<file path="src/rtl/wdt_pkg.sv">
// wdt_pkg: shared field positions and register selects for the watchdog.
// Assumes an 8-bit register data path and a 2-bit register select.
package wdt_pkg;
    localparam int DATA_W    = 8;
    localparam int RES_LSB   = 0;
    localparam int MULT_LSB  = 2;
    localparam int STEER_BIT = 7;
    localparam int MARK_BIT  = 6;
    localparam int FLAG_BIT  = 7;

    typedef enum logic [1:0] {
        REG_FLAGS = 2'd0,
        REG_CTRL  = 2'd1,
        REG_MARK  = 2'd2,
        REG_NONE  = 2'd3
    } reg_sel_e;
endpackage

</file>
<file path="src/rtl/wdt_period.sv">
// wdt_period: turns multiplier and resolution fields into a tick count,
// multiplier * 4^resolution. Purely combinational.
// Assumes CNT_W is wide enough for the largest product.
module wdt_period #(
    parameter int MULT_W = 5,
    parameter int RES_W  = 2,
    parameter int CNT_W  = MULT_W + 2 * ((1 << RES_W) - 1)
) (
    input  logic [MULT_W-1:0] mult,
    input  logic [RES_W-1:0]  res,
    output logic [CNT_W-1:0]  period
);
    localparam int NRES = 1 << RES_W;

    logic [CNT_W-1:0] cand [NRES];
    logic [CNT_W-1:0] mult_ext;

    assign mult_ext = {{(CNT_W - MULT_W){1'b0}}, mult};

    // One pre-shifted candidate per resolution step.
    for (genvar g = 0; g < NRES; g++) begin : g_res
        assign cand[g] = mult_ext << (2 * g);
    end

    // The resolution field picks the candidate.
    assign period = cand[res];
endmodule

</file>
<file path="src/rtl/wdt_count.sv">
// wdt_count: down counter in tick units. A load restarts it; a zero load
// parks it. It raises 'expire' for the cycle whose tick ends the count,
// unless a load arrives in that same cycle, and it stops after expiring.
// Assumes 'tick' is a single-cycle pulse.
module wdt_count #(
    parameter int CNT_W = 11
) (
    input  logic             clk,
    input  logic             rst_n,
    input  logic             load,
    input  logic [CNT_W-1:0] load_val,
    input  logic             tick,
    output logic             expire
);
    logic [CNT_W-1:0] remain_q;
    logic             run_q;

    // Expiry: last remaining tick while running, with no reload competing.
    assign expire = run_q && tick && (remain_q == CNT_W'(1)) && !load;

    // Countdown state: reload, decrement per tick, park on expiry.
    always_ff @(posedge clk) begin
        if (!rst_n) begin
            remain_q <= '0;
            run_q    <= 1'b0;
        end else if (load) begin
            remain_q <= load_val;
            run_q    <= (load_val != '0);
        end else if (run_q && tick) begin
            if (remain_q == CNT_W'(1)) begin
                remain_q <= '0;
                run_q    <= 1'b0;
            end else begin
                remain_q <= remain_q - CNT_W'(1);
            end
        end
    end
endmodule

</file>
<file path="src/rtl/wdt_regs.sv">
// wdt_regs: control, mark and flags registers, the read mux, kick
// detection and the steered output pulses.
// Assumes at most one of wr_en / rd_en per cycle; 'expire' already loses
// to a kick in the counter.
module wdt_regs
    import wdt_pkg::*;
(
    input  logic              clk,
    input  logic              rst_n,
    input  logic [1:0]        addr,
    input  logic [DATA_W-1:0] wdata,
    input  logic              wr_en,
    input  logic              rd_en,
    input  logic              expire,
    output logic [DATA_W-1:0] rdata,
    output logic [DATA_W-1:0] ctrl_q,
    output logic              flag_q,
    output logic              kick_wr,
    output logic              kick_rd,
    output logic              rst_req,
    output logic              irq
);
    reg_sel_e          sel;
    logic [DATA_W-1:0] mark_q;
    logic              steer;
    logic              exp_rst;
    logic              exp_int;

    assign sel     = reg_sel_e'(addr);
    assign kick_wr = wr_en && (sel == REG_CTRL);
    assign kick_rd = rd_en && (sel == REG_CTRL);
    assign steer   = ctrl_q[STEER_BIT];
    assign exp_rst = expire && steer;
    assign exp_int = expire && !steer;

    // Control byte: loaded by writes, wiped by a reset-steered expiry.
    always_ff @(posedge clk) begin
        if (!rst_n)       ctrl_q <= '0;
        else if (kick_wr) ctrl_q <= wdata;
        else if (exp_rst) ctrl_q <= '0;
    end

    // Mark register: software-written, marker bit dropped on watchdog reset.
    always_ff @(posedge clk) begin
        if (!rst_n)                        mark_q <= '0;
        else if (wr_en && sel == REG_MARK) mark_q <= wdata;
        else if (exp_rst)                  mark_q[MARK_BIT] <= 1'b0;
    end

    // Expiry flag: set by expiry, cleared by any control access.
    always_ff @(posedge clk) begin
        if (!rst_n)                  flag_q <= 1'b0;
        else if (kick_wr || kick_rd) flag_q <= 1'b0;
        else if (expire)             flag_q <= 1'b1;
    end

    // Steered single-cycle outputs.
    always_ff @(posedge clk) begin
        if (!rst_n) begin
            rst_req <= 1'b0;
            irq     <= 1'b0;
        end else begin
            rst_req <= exp_rst;
            irq     <= exp_int;
        end
    end

    // Read mux; the flags register exposes only its top bit.
    always_comb begin
        rdata = '0;
        case (sel)
            REG_FLAGS: rdata[FLAG_BIT] = flag_q;
            REG_CTRL:  rdata = ctrl_q;
            REG_MARK:  rdata = mark_q;
            default:   rdata = '0;
        endcase
    end
endmodule

</file>
<file path="src/rtl/wdt_steer.sv">
// wdt_steer: top of the watchdog. It decodes the reload value from either
// the incoming write (write kick) or the held control byte (read kick),
// runs the countdown, and exposes registers and steered pulses.
// Assumes 'tick' is synchronous to clk and one cycle wide.
module wdt_steer
    import wdt_pkg::*;
#(
    parameter int MULT_W = 5,
    parameter int RES_W  = 2
) (
    input  logic              clk,
    input  logic              rst_n,
    input  logic [1:0]        addr,
    input  logic [DATA_W-1:0] wdata,
    input  logic              wr_en,
    input  logic              rd_en,
    output logic [DATA_W-1:0] rdata,
    input  logic              tick,
    output logic              rst_req,
    output logic              irq,
    output logic [DATA_W-1:0] flags
);
    localparam int CNT_W = MULT_W + 2 * ((1 << RES_W) - 1);

    logic [DATA_W-1:0] ctrl_q;
    logic              flag_q;
    logic              kick_wr;
    logic              kick_rd;
    logic              expire;
    logic [CNT_W-1:0]  per_wr;
    logic [CNT_W-1:0]  per_held;
    logic [CNT_W-1:0]  load_val;

    wdt_period #(.MULT_W(MULT_W), .RES_W(RES_W), .CNT_W(CNT_W)) u_per_wr (
        .mult   (wdata[MULT_LSB +: MULT_W]),
        .res    (wdata[RES_LSB +: RES_W]),
        .period (per_wr)
    );

    wdt_period #(.MULT_W(MULT_W), .RES_W(RES_W), .CNT_W(CNT_W)) u_per_held (
        .mult   (ctrl_q[MULT_LSB +: MULT_W]),
        .res    (ctrl_q[RES_LSB +: RES_W]),
        .period (per_held)
    );

    // Reload source: the new byte on a write, the held byte on a read.
    assign load_val = kick_wr ? per_wr : per_held;

    wdt_count #(.CNT_W(CNT_W)) u_cnt (
        .clk      (clk),
        .rst_n    (rst_n),
        .load     (kick_wr || kick_rd),
        .load_val (load_val),
        .tick     (tick),
        .expire   (expire)
    );

    wdt_regs u_regs (
        .clk     (clk),
        .rst_n   (rst_n),
        .addr    (addr),
        .wdata   (wdata),
        .wr_en   (wr_en),
        .rd_en   (rd_en),
        .expire  (expire),
        .rdata   (rdata),
        .ctrl_q  (ctrl_q),
        .flag_q  (flag_q),
        .kick_wr (kick_wr),
        .kick_rd (kick_rd),
        .rst_req (rst_req),
        .irq     (irq)
    );

    assign flags = {flag_q, {(DATA_W - 1){1'b0}}};
endmodule

</file>
<file path="config.mk">
export PLATFORM = sky130hd
export DESIGN_NAME = wdt_steer
export DESIGN_NICKNAME = d
export VERILOG_FILES = /design/src/rtl/wdt_pkg.sv /design/src/rtl/wdt_period.sv /design/src/rtl/wdt_count.sv /design/src/rtl/wdt_regs.sv /design/src/rtl/wdt_steer.sv
export SDC_FILE = /design/constraint.sdc
export NUM_CORES = 1
export LEC_CHECK = 0
export ABC_AREA = 1
export BUFFER_PORTS_ARGS = -buffer_cell sky130_fd_sc_hd__buf_2
export CAP_MARGIN = 20
export CORE_AREA = 2 2 62 64
export DETAILED_ROUTE_END_ITERATION = 7
export DIE_AREA = 0 0 64 66
export PLACE_DENSITY_LB_ADDON = 0.08
export SETUP_SLACK_MARGIN = 0.4
export SLEW_MARGIN = 20
export SYNTH_ARGS = -nofsm -noshare
export SYNTH_HDL_FRONTEND = slang
export SYNTH_SLANG_ARGS = --single-unit
</file>
<file path="constraint.sdc">
create_clock -name clk -period 3.5 [get_ports clk]
set_input_delay 0.7 -clock clk [delete_from_list [all_inputs] [get_ports clk]]
set_output_delay 0.7 -clock clk [all_outputs]
set_load 0.05 [all_outputs]
</file>
==> impl_results.md, run 1 <==
- Run status: complete, no violations
- Clock power share: 0.282
- Asr flop ratio synth: 0
- CP required: 2.80 ns
- Final Setup Violations: 0
- Highest Signal Layer: met4
- Post-synth EDFFs: 0
- First-pass GRT wire length: 8.72 mm
- Vias in the first global route: 2001
- WL met1: 2.34 mm
- Hold crit path type: reg -> reg
- H-tree Lvls: 2
- Die W: 64 um
- Post-Place Cell Area: 2170 um2
- PwrDens: 393 nW/um2
- Placed Cells: 388
- Synth Warn #: 0
- Switching share of power: 0.352
- Most frequent cells in the layout: nand2_1, nor2_1, dfxtp_1
- Final slew viol count: 0
- Routed WL: 5.08 mm
- Register bit count reported by yosys: 31
- Maximum VDD drop: 0.232 mV
- CTS Buf Count: 5
- Worst-skew pair later-pin latency: 0.34 ns
- Unique masters post-synth: 35
- Initial drt markers: 135
- Fin util: 0.629
- Total number of vias: 2075
- Hold-fix buffers at CTS: 0
- Largest net degree at the start of global routing: 23
- Final setup TNS: 0 ns
- Post-CTS Setup Bufs: 0
- Min Clock Period, post-route: 2.72 ns
- Floorplan core area: 3550 um2
- Mapped Area: 2080 um2
- Internal power: 0.000569 W
- Hold Vio Cnt, Final: 0
- Worst Skew: 0.00508 ns
- Overflow after GRT: 0
- Die area: 4220 um2
- Slew margin rel.: 0.525
- CP endpoint kind: primary output
- RSZ-0062 raised after global routing: false
- Met2 Wirelength: 2.52 mm
- Standard-cell rows: 22
- Crit path arrival time: 2.02 ns
- Sink Count: 31
- Die Y: 66 um
- Cell count after synthesis: 327
- DR WL/cell: 12.8 um
- DRC: 0
- CTS tree: done
- LEAKAGE: 1.07 nW
- Post-cts sizing count: 0
- Drt first pass iters: 4
- Met3 wire length: 159 um
- Setup CP Type: in -> out
- Fmax: 368 MHz
- ANT nets after route: 0
- Most common cell after layout, fill and taps aside: nand2_1
- Post-DP HPWL: 3.88 mm
- Diodes inserted: 0
- Non-Filler Cell Area, Final: 2230 um2
- Layout Nets: 368
- Post-synthesis sequential area ratio: 0.299
- Non-Filler Instances: 396
- Root Buffer: clkbuf_4
- Maxcap violations: 0
- Crit Path Max Fanout: 12
- Period Utilization, post-route: 0.777
- IO Pins: 33
- Global-route usage over all layers: 0.262
- Longest Clk Path Bufs: 2
- Vias/cell: 5.24
- Clock-pin slew on the worst setup and hold paths: 0.10 ns
- Startpoint Class: input pin
- Worst slew pin tran: 0.712 ns
- GP Congestion: 0.894
- Psw: 0.000309 W
- Area grow syn2layout: 7.66%
- IO buf count: 25
- Layout cells sized above 1: 0.132
- Initial antenna violation count: 0
- Mapped Avg Cell Area: 6.35 um2
- Synth Flop Type: dfxtp_1
- Flop pwr share: 0.449
- Initial Utilization: 0.585
- Comb power frac: 0.269
worst max-delay path, stage by stage:
cell and delay (ns):
buf_2 0.12, inv_1 0.08, ha_1 0.48, nand2_1 0.10
a31o_2 0.25, inv_1 0.04, buf_2 0.25
cell families (layout without fill, tap and decap cells):
logic type,count (synthesis),after routing,synth area share
buf+inv,49,64,0.115
flops,31,31,0.299
other cells,1,7,0.00181
simple gates,180,180,0.381
fa+ha+maj,6,6,0.0362
compound gates,54,54,0.142
xor+xnor,6,6,0.0253
synth_stat cells, types with 2 or more instances:
cell type / n / area, um2
nand2_1: 112 / 420
dfxtp_1: 31 / 621
nor2_1: 31 / 116
a21oi_1: 30 / 150
inv_1: 27 / 101
nand3_1: 20 / 100
o21ai_0: 13 / 65.1
buf_4: 8 / 60.1
ha_1: 6 / 75.1
nand4_1: 5 / 31.3
buf_2: 4 / 20.0
clkbuf_1: 4 / 15.0
nor2_4: 4 / 45.0
xnor2_1: 3 / 26.3
xor2_1: 3 / 26.3
a22oi_1: 2 / 15.0
a31oi_1: 2 / 12.5
buf_6: 2 / 22.5
inv_2: 2 / 7.51
nand2_4: 2 / 22.5
nor3_1: 2 / 10.0
worst paths after layout:
kind / start / cells past startpoint / slack [ns] / end
worst max-delay path: addr[1] / 7 / 0.78 / rdata[7]
worst min-delay path: u_regs.mark_q[6] / 2 / 0.47 / u_regs.mark_q[6]
worst max register to register: u_cnt.remain_q[2] / 6 / 1.84 / u_regs.ctrl_q[1]
worst min register to register: u_regs.mark_q[6] / 2 / 0.47 / u_regs.mark_q[6]
flip-flops by register name (all words and copies together) (netlist names):
register and cells:
u_regs.irq 1, u_cnt.run_q 1, u_cnt.remain_q 11, u_regs.mark_q 8, u_regs.ctrl_q 8, u_regs.flag_q 1, u_regs.rst_req 1
power groups by stage:
stage / logic, W / clock network, W / registers (W)
3_5_place_dp: 0.000233 / 0 / 0.000402
3_3_place_gp: 0.000230 / 0 / 0.000402
2_1_floorplan: 0.000197 / 0 / 0.000396
4_1_cts: 0.000234 / 0.000246 / 0.000394
5_1_grt: 0.000268 / 0.000259 / 0.000397
6_report: 0.000236 / 0.000248 / 0.000394
stage by stage:
| stage | total power, W | setup slack [ns] | hold WS (ns) |
|---|---|---|---|
| 3_5_place_dp | 0.000636 | 0.795 | 0.462 |
| 2_1_floorplan | 0.000593 | 0.802 | 0.439 |
| 3_3_place_gp | 0.000632 | 0.824 | 0.456 |
| 4_1_cts | 0.000874 | 0.791 | 0.476 |
| 5_1_grt | 0.000924 | 0.670 | 0.504 |
| 6_report | 0.000878 | 0.782 | 0.473 |
metal layers:
metal,global-route usage,up-vias
met5,0,-
met4,0.0978,0
met3,0.0375,7
met2,0.475,38
met1,0.313,960
li1,-,1070
area by class of cell:
cell class	count	area [um2]
inverter	31	121
clock buffer	8	68.8
tap	48	60.1
timing repair buffer	25	125
multi-input combinational	253	1240
sequential	31	621
fill	365	1320
(Power assumes the default switching activity.)
==> run 2, diff against run 1 <==
Settings changed: CORE_AREA 2 2 62 64 to 2 2 67 69, DIE_AREA 0 0 64 66 to 0 0 69 71.
Clock period 3.5 ns to 2.5 ns, I/O delays scaled along.
==> run 2 against run 1 <==
  * Cell count rose by 1.3%
  * Clock power is 55% higher
  * Flip-flop and latch count is the same
  * Worst hold slack gained 0.0052 ns
  * Non-clock buffer count rose by 1
  * Clock skew up 0.0025 ns
  * Largest power group unchanged
==> impl_results.md, run 2 (synthesis gave the netlist of run 1 again) <==
- Run status: complete, no violations
- Drt first pass iters: 5
- Crit path arrival time: 1.56 ns
- Initial drt markers: 89
- ANT nets after route: 0
- IO buf count: 25
- Crit Path Max Fanout: 7
- PwrDens: 545 nW/um2
- FILL cells: 427
- GP Congestion: 0.917
- Initial antenna violation count: 0
- Overflow after GRT: 0
- Worst slew pin tran: 0.694 ns
- Initial Utilization: 0.494
- Setup CP Type: in -> out
- Fmax: 485 MHz
- Worst-skew pair later-pin latency: 0.29 ns
- H-tree Lvls: 2
- Slew margin rel.: 0.537
- Worst r2r dst: u_regs.ctrl_q[1]
- Most common cell after layout, fill and taps aside: nand2_1
- R2R cell count: 6
- DR WL/cell: 12.7 um
- Floorplan core area: 4200 um2
- Final slew viol count: 0
- Period Utilization, post-route: 0.825
- Startpoint Class: input pin
- Hold crit path type: in -> reg
- Fin util: 0.555
- Critical Path End: rdata[6]
- Hold WS: 0.478 ns
- Worst r2r src: u_cnt.remain_q[2]
- CTS tree: done
- RSZ-0062 raised after global routing: true
- LEAKAGE: 1.08 nW
- Maximum VDD drop: 0.278 mV
- Final Setup Violations: 0
- Die Y: 71 um
- CP required: 2.00 ns
- Diodes inserted: 0
- Number of flip-flops in the largest register: 11
- Clock-pin slew on the worst setup and hold paths: 0.07 ns
- Vias in the first global route: 1952
- Post-DP HPWL: 3.96 mm
- Final setup TNS: 0 ns
- Die W: 69 um
- Hold Vio Cnt, Final: 0
- First-pass GRT wire length: 8.84 mm
- Layout cells sized above 1: 0.163
- DRC: 0
- Worst Skew: 0.00758 ns
- Area grow syn2layout: 12.4%
- CTS Buf Count: 5
- Layout Nets: 369
- Largest regs: u_cnt.remain_q (11), u_regs.ctrl_q (8), u_regs.mark_q (8)
- Root Buffer: clkbuf_8
- FF-to-FF setup slack: 0.87 ns
- Largest net degree at the start of global routing: 23
- IO Pins: 33
- Most frequent cells in the layout: nand2_1, nor2_1, dfxtp_1
- Sink Count: 31
- Vias/cell: 5.21
- Die area: 4900 um2
- Top reg by flops: u_cnt.remain_q
- Worst Setup SP: addr[0]
- Longest Clk Path Bufs: 2
- Maxcap violations: 0
- Global-route usage over all layers: 0.219
- Min Clock Period, post-route: 2.06 ns
- Total number of vias: 2088
- Standard-cell rows: 24
- CP endpoint kind: primary output
- Routed WL: 5.10 mm
-- run 2: changes by cell type in the layout (fill, tap and decap cells not counted), moves of 2 or more --
cell	delta
a21oi_1	-7
clkbuf_8	+3
buf_4	+5
ha_4	+2
buf_2	-8
ha_1	-2
a21oi_2	+7
clkinv_2	+3
-- run 2: how the worst min path moves through the flow --
stage                      from               end  depth (start not counted)
6_report               wdata[7]  u_regs.ctrl_q[7]                          3
5_1_grt                wdata[7]  u_regs.ctrl_q[7]                          3
4_1_cts                wdata[7]  u_regs.ctrl_q[7]                          3
3_5_place_dp   u_regs.mark_q[6]  u_regs.mark_q[6]                          2
3_3_place_gp   u_regs.mark_q[6]  u_regs.mark_q[6]                          2
2_1_floorplan  u_regs.mark_q[6]  u_regs.mark_q[6]                          2
-- run 2: cell type report --
type	instances	area, um2	area share
Clock inverter	3	15.0	0.00643
Timing Repair Buffer	26	153	0.0654
Sequential cell	31	621	0.266
Tap cell	52	65.1	0.0279
Multi-Input combinational cell	253	1290	0.553
Clock buffer	5	68.8	0.0295
Inverter	31	121	0.0520
-- run 2: layer usage --
layer | global-route usage | up-vias | share of wire | wire [um]
met3 | 0.0484 | 5 | 0.039 | 198
met2 | 0.378 | 40 | 0.47 | 2410
li1 | - | 1077 | - | -
met5 | 0 | - | 0 | 0
met4 | 0.0654 | 0 | 0.0084 | 43
met1 | 0.275 | 966 | 0.48 | 2450
-- run 2: critical path: stages --
cell,delay (ns)
buf_2,0.12
inv_1,0.09
ha_1,0.29
inv_1,0.28
a21oi_2,0.05
clkbuf_4,0.22
-- run 2: power by group --
group | leakage, nW | switching [W] | internal (W)
clock network | 0.0477 | 0.000195 | 0.000190
registers | 0.253 | 0.0000287 | 0.000525
logic | 0.778 | 0.000222 | 0.000111
-- run 2: metrics by stage --
step / setup WS [ns] / total power (W) / cells / area, um2
global route: 0.373 / 0.00134 / 401 / 2330
detailed placement: 0.251 / 0.000892 / 393 / 2200
finish: 0.438 / 0.00127 / 401 / 2330
global placement: 0.270 / 0.000891 / 393 / 2200
floorplan: 0.469 / 0.000833 / 333 / 2120
CTS: 0.372 / 0.00128 / 401 / 2300
-- run 2: what timing repair did --
item	4_1_cts	5_1_grt
hold buffers	0	0
buffers inserted	0	0
resized for setup	6	6
endpoints found under the setup margin	8	8
==> run 3, diff against run 2 <==
Clock period 2.5 ns to 1.8 ns, I/O delays scaled along.
==> run 3 against run 2 <==
  * Utilization grew 22 points
  * Largest power group unchanged
  * First-iteration DRC count shrank 1.1%
  * Wire length is 26% higher
  * Die area did not move
  * Via count grew 8.4%
  * Cell count grew 9.2%
  * Critical path depth rose by 1
  * Flip-flop and latch count stayed put
  * Critical path type unchanged
  * Clock skew down 0.00093 ns
==> impl_results.md, run 3 (synthesis gave the netlist of run 1 again) <==
- Total number of vias: 2264
- FILL cells: 300
- Largest regs: u_cnt.remain_q (11), u_regs.ctrl_q (8), u_regs.mark_q (8)
- Worst Skew: 0.00665 ns
- Area grow syn2layout: 56.4%
- Worst r2r src: u_cnt.remain_q[1]
- Post-Place Cell Area: 2570 um2
- Routed WL: 6.42 mm
- Hold crit path type: in -> reg
- Post-DP HPWL: 4.36 mm
- Most frequent cells in the layout: nand2_1, nor2_1, buf_4, dfxtp_1, nand2_2
- Initial drt markers: 88
- Period Utilization, post-route: 0.886
- DR WL/cell: 14.6 um
- Flop pwr share: 0.392
- Final WS setup: 0.205 ns
- Clock-pin slew on the worst setup and hold paths: 0.06 ns
- Sink Count: 31
- Non-Filler Cell Area, Final: 3250 um2
- Top delay family on crit path: buffers and inverters
- Fin util: 0.772
- Global-route usage over all layers: 0.252
- Initial Utilization: 0.494
- CTS Buf Count: 5
- Initial antenna violation count: 0
- GR Util met3: 0.0513
- CP endpoint kind: primary output
- IO Pins: 33
- Internal power: 0.00128 W
- IO buf count: 25
- Comb power frac: 0.361
- Standard-cell rows: 24
- RSZ-0062 raised after global routing: true
- Die Y: 71 um
- Switching share of power: 0.356
- Min Clock Period, post-route: 1.59 ns
- Diodes inserted: 0
- Drt first pass iters: 4
- Maxcap violations: 0
- Crit path arrival time: 1.23 ns
- Top reg by flops: u_cnt.remain_q
- Grt met2 use: 0.468
- Clock power share: 0.247
- Non-Filler Instances: 438
- ANT nets after route: 0
- Layout cells sized above 1: 0.459
- LEAKAGE: 1.42 nW
- Maximum VDD drop: 0.437 mV
- CP cell instances: buf_12, inv_6, ha_4, inv_4, buf_12, a21oi_4, buf_6
- Worst hold start: wdata[7]
- Largest net degree at the start of global routing: 16
- Placed Cells: 422
- Number of flip-flops in the largest register: 11
- Die area: 4900 um2
- Psw: 0.000710 W
- Final setup TNS: 0 ns
- Largest stage delay, worst path: 0.27 ns
- Floorplan core area: 4200 um2
- Startpoint Class: input pin
- Most common cell after layout, fill and taps aside: nand2_1
- Overflow after GRT: 0
- DRC: 0
- Crit Path Max Fanout: 7
- Critical-path top delay cell: ha_4
- Layout Nets: 408
- Setup CP Type: in -> out
- Worst Path Buf+Inv: 5
- Die W: 69 um
- Longest Clk Path Bufs: 2
- CTS tree: done
- GR Util met1: 0.287
- H-tree Lvls: 2
- Vias/cell: 5.17
- PwrDens: 613 nW/um2
- Final Setup Violations: 0
- First-pass GRT wire length: 10.1 mm
- Place WS: -0.0268 ns
- Fmax: 627 MHz
- Final slew viol count: 0
- Worst Setup SP: addr[0]
- Most common cell type on the critical path: buf_12
- Hold-fix buffers at CTS: 0
- Run status: complete, no violations
- Worst-skew pair later-pin latency: 0.28 ns
- Root Buffer: clkbuf_8
- Hold Vio Cnt, Final: 0
- GRT Max-Usage Layer: met2
- CP required: 1.44 ns
- Vias in the first global route: 2325
- GP Congestion: 0.895
==> run 3: power by group through the flow <==
| stage | sequential [W] | combinational [W] | clock, W |
|---|---|---|---|
| global placement | 0.000781 | 0.000546 | 0 |
| global route | 0.000786 | 0.000786 | 0.000533 |
| detailed placement | 0.000782 | 0.000552 | 0 |
| floorplan | 0.000771 | 0.000412 | 0 |
| CTS | 0.000771 | 0.000625 | 0.000512 |
| finish | 0.000781 | 0.000718 | 0.000492 |
==> run 3: area by class of cell <==
type,instances,area [um2],share of cell area
Timing Repair Buffer,65,614,0.189
Multi-Input combinational cell,253,1710,0.527
Tap cell,52,65.1,0.0200
Inverter,31,156,0.0482
Sequential cell,31,627,0.193
Clock buffer,6,72.6,0.0224
==> run 3: tightest hold or removal path: stages <==
cell and delay, ns:
buf_2 0.09, o21ai_0 0.08, nor2_1 0.07
==> run 3: path summary, 6_finish.rpt <==
| check | endpoint | slack [ns] | cells past startpoint |
|---|---|---|---|
| max | rdata[3] | 0.21 | 7 |
| min | u_regs.mark_q[7] | 0.35 | 3 |
| min reg2reg | u_regs.mark_q[6] | 0.48 | 2 |
| max reg2reg | u_regs.rst_req | 0.34 | 8 |
==> run 3: stage by stage <==
step	power [W]	hold slack, ns
finish	0.00199	0.348
detailed placement	0.00133	0.462
global route	0.00210	0.344
floorplan	0.00118	0.439
CTS	0.00191	0.334
global placement	0.00133	0.459
==> run 3: timing repair <==
action,4_1_cts,5_1_grt
setup buffers,5,5
resized for setup,67,69
pin swaps,11,34
endpoints found under the setup margin,30,31
==> run 3: per-layer routing <==
layer,wire (um),share of wire
met1,2690,0.42
met4,197,0.031
met3,185,0.029
met5,0,0
met2,3340,0.52
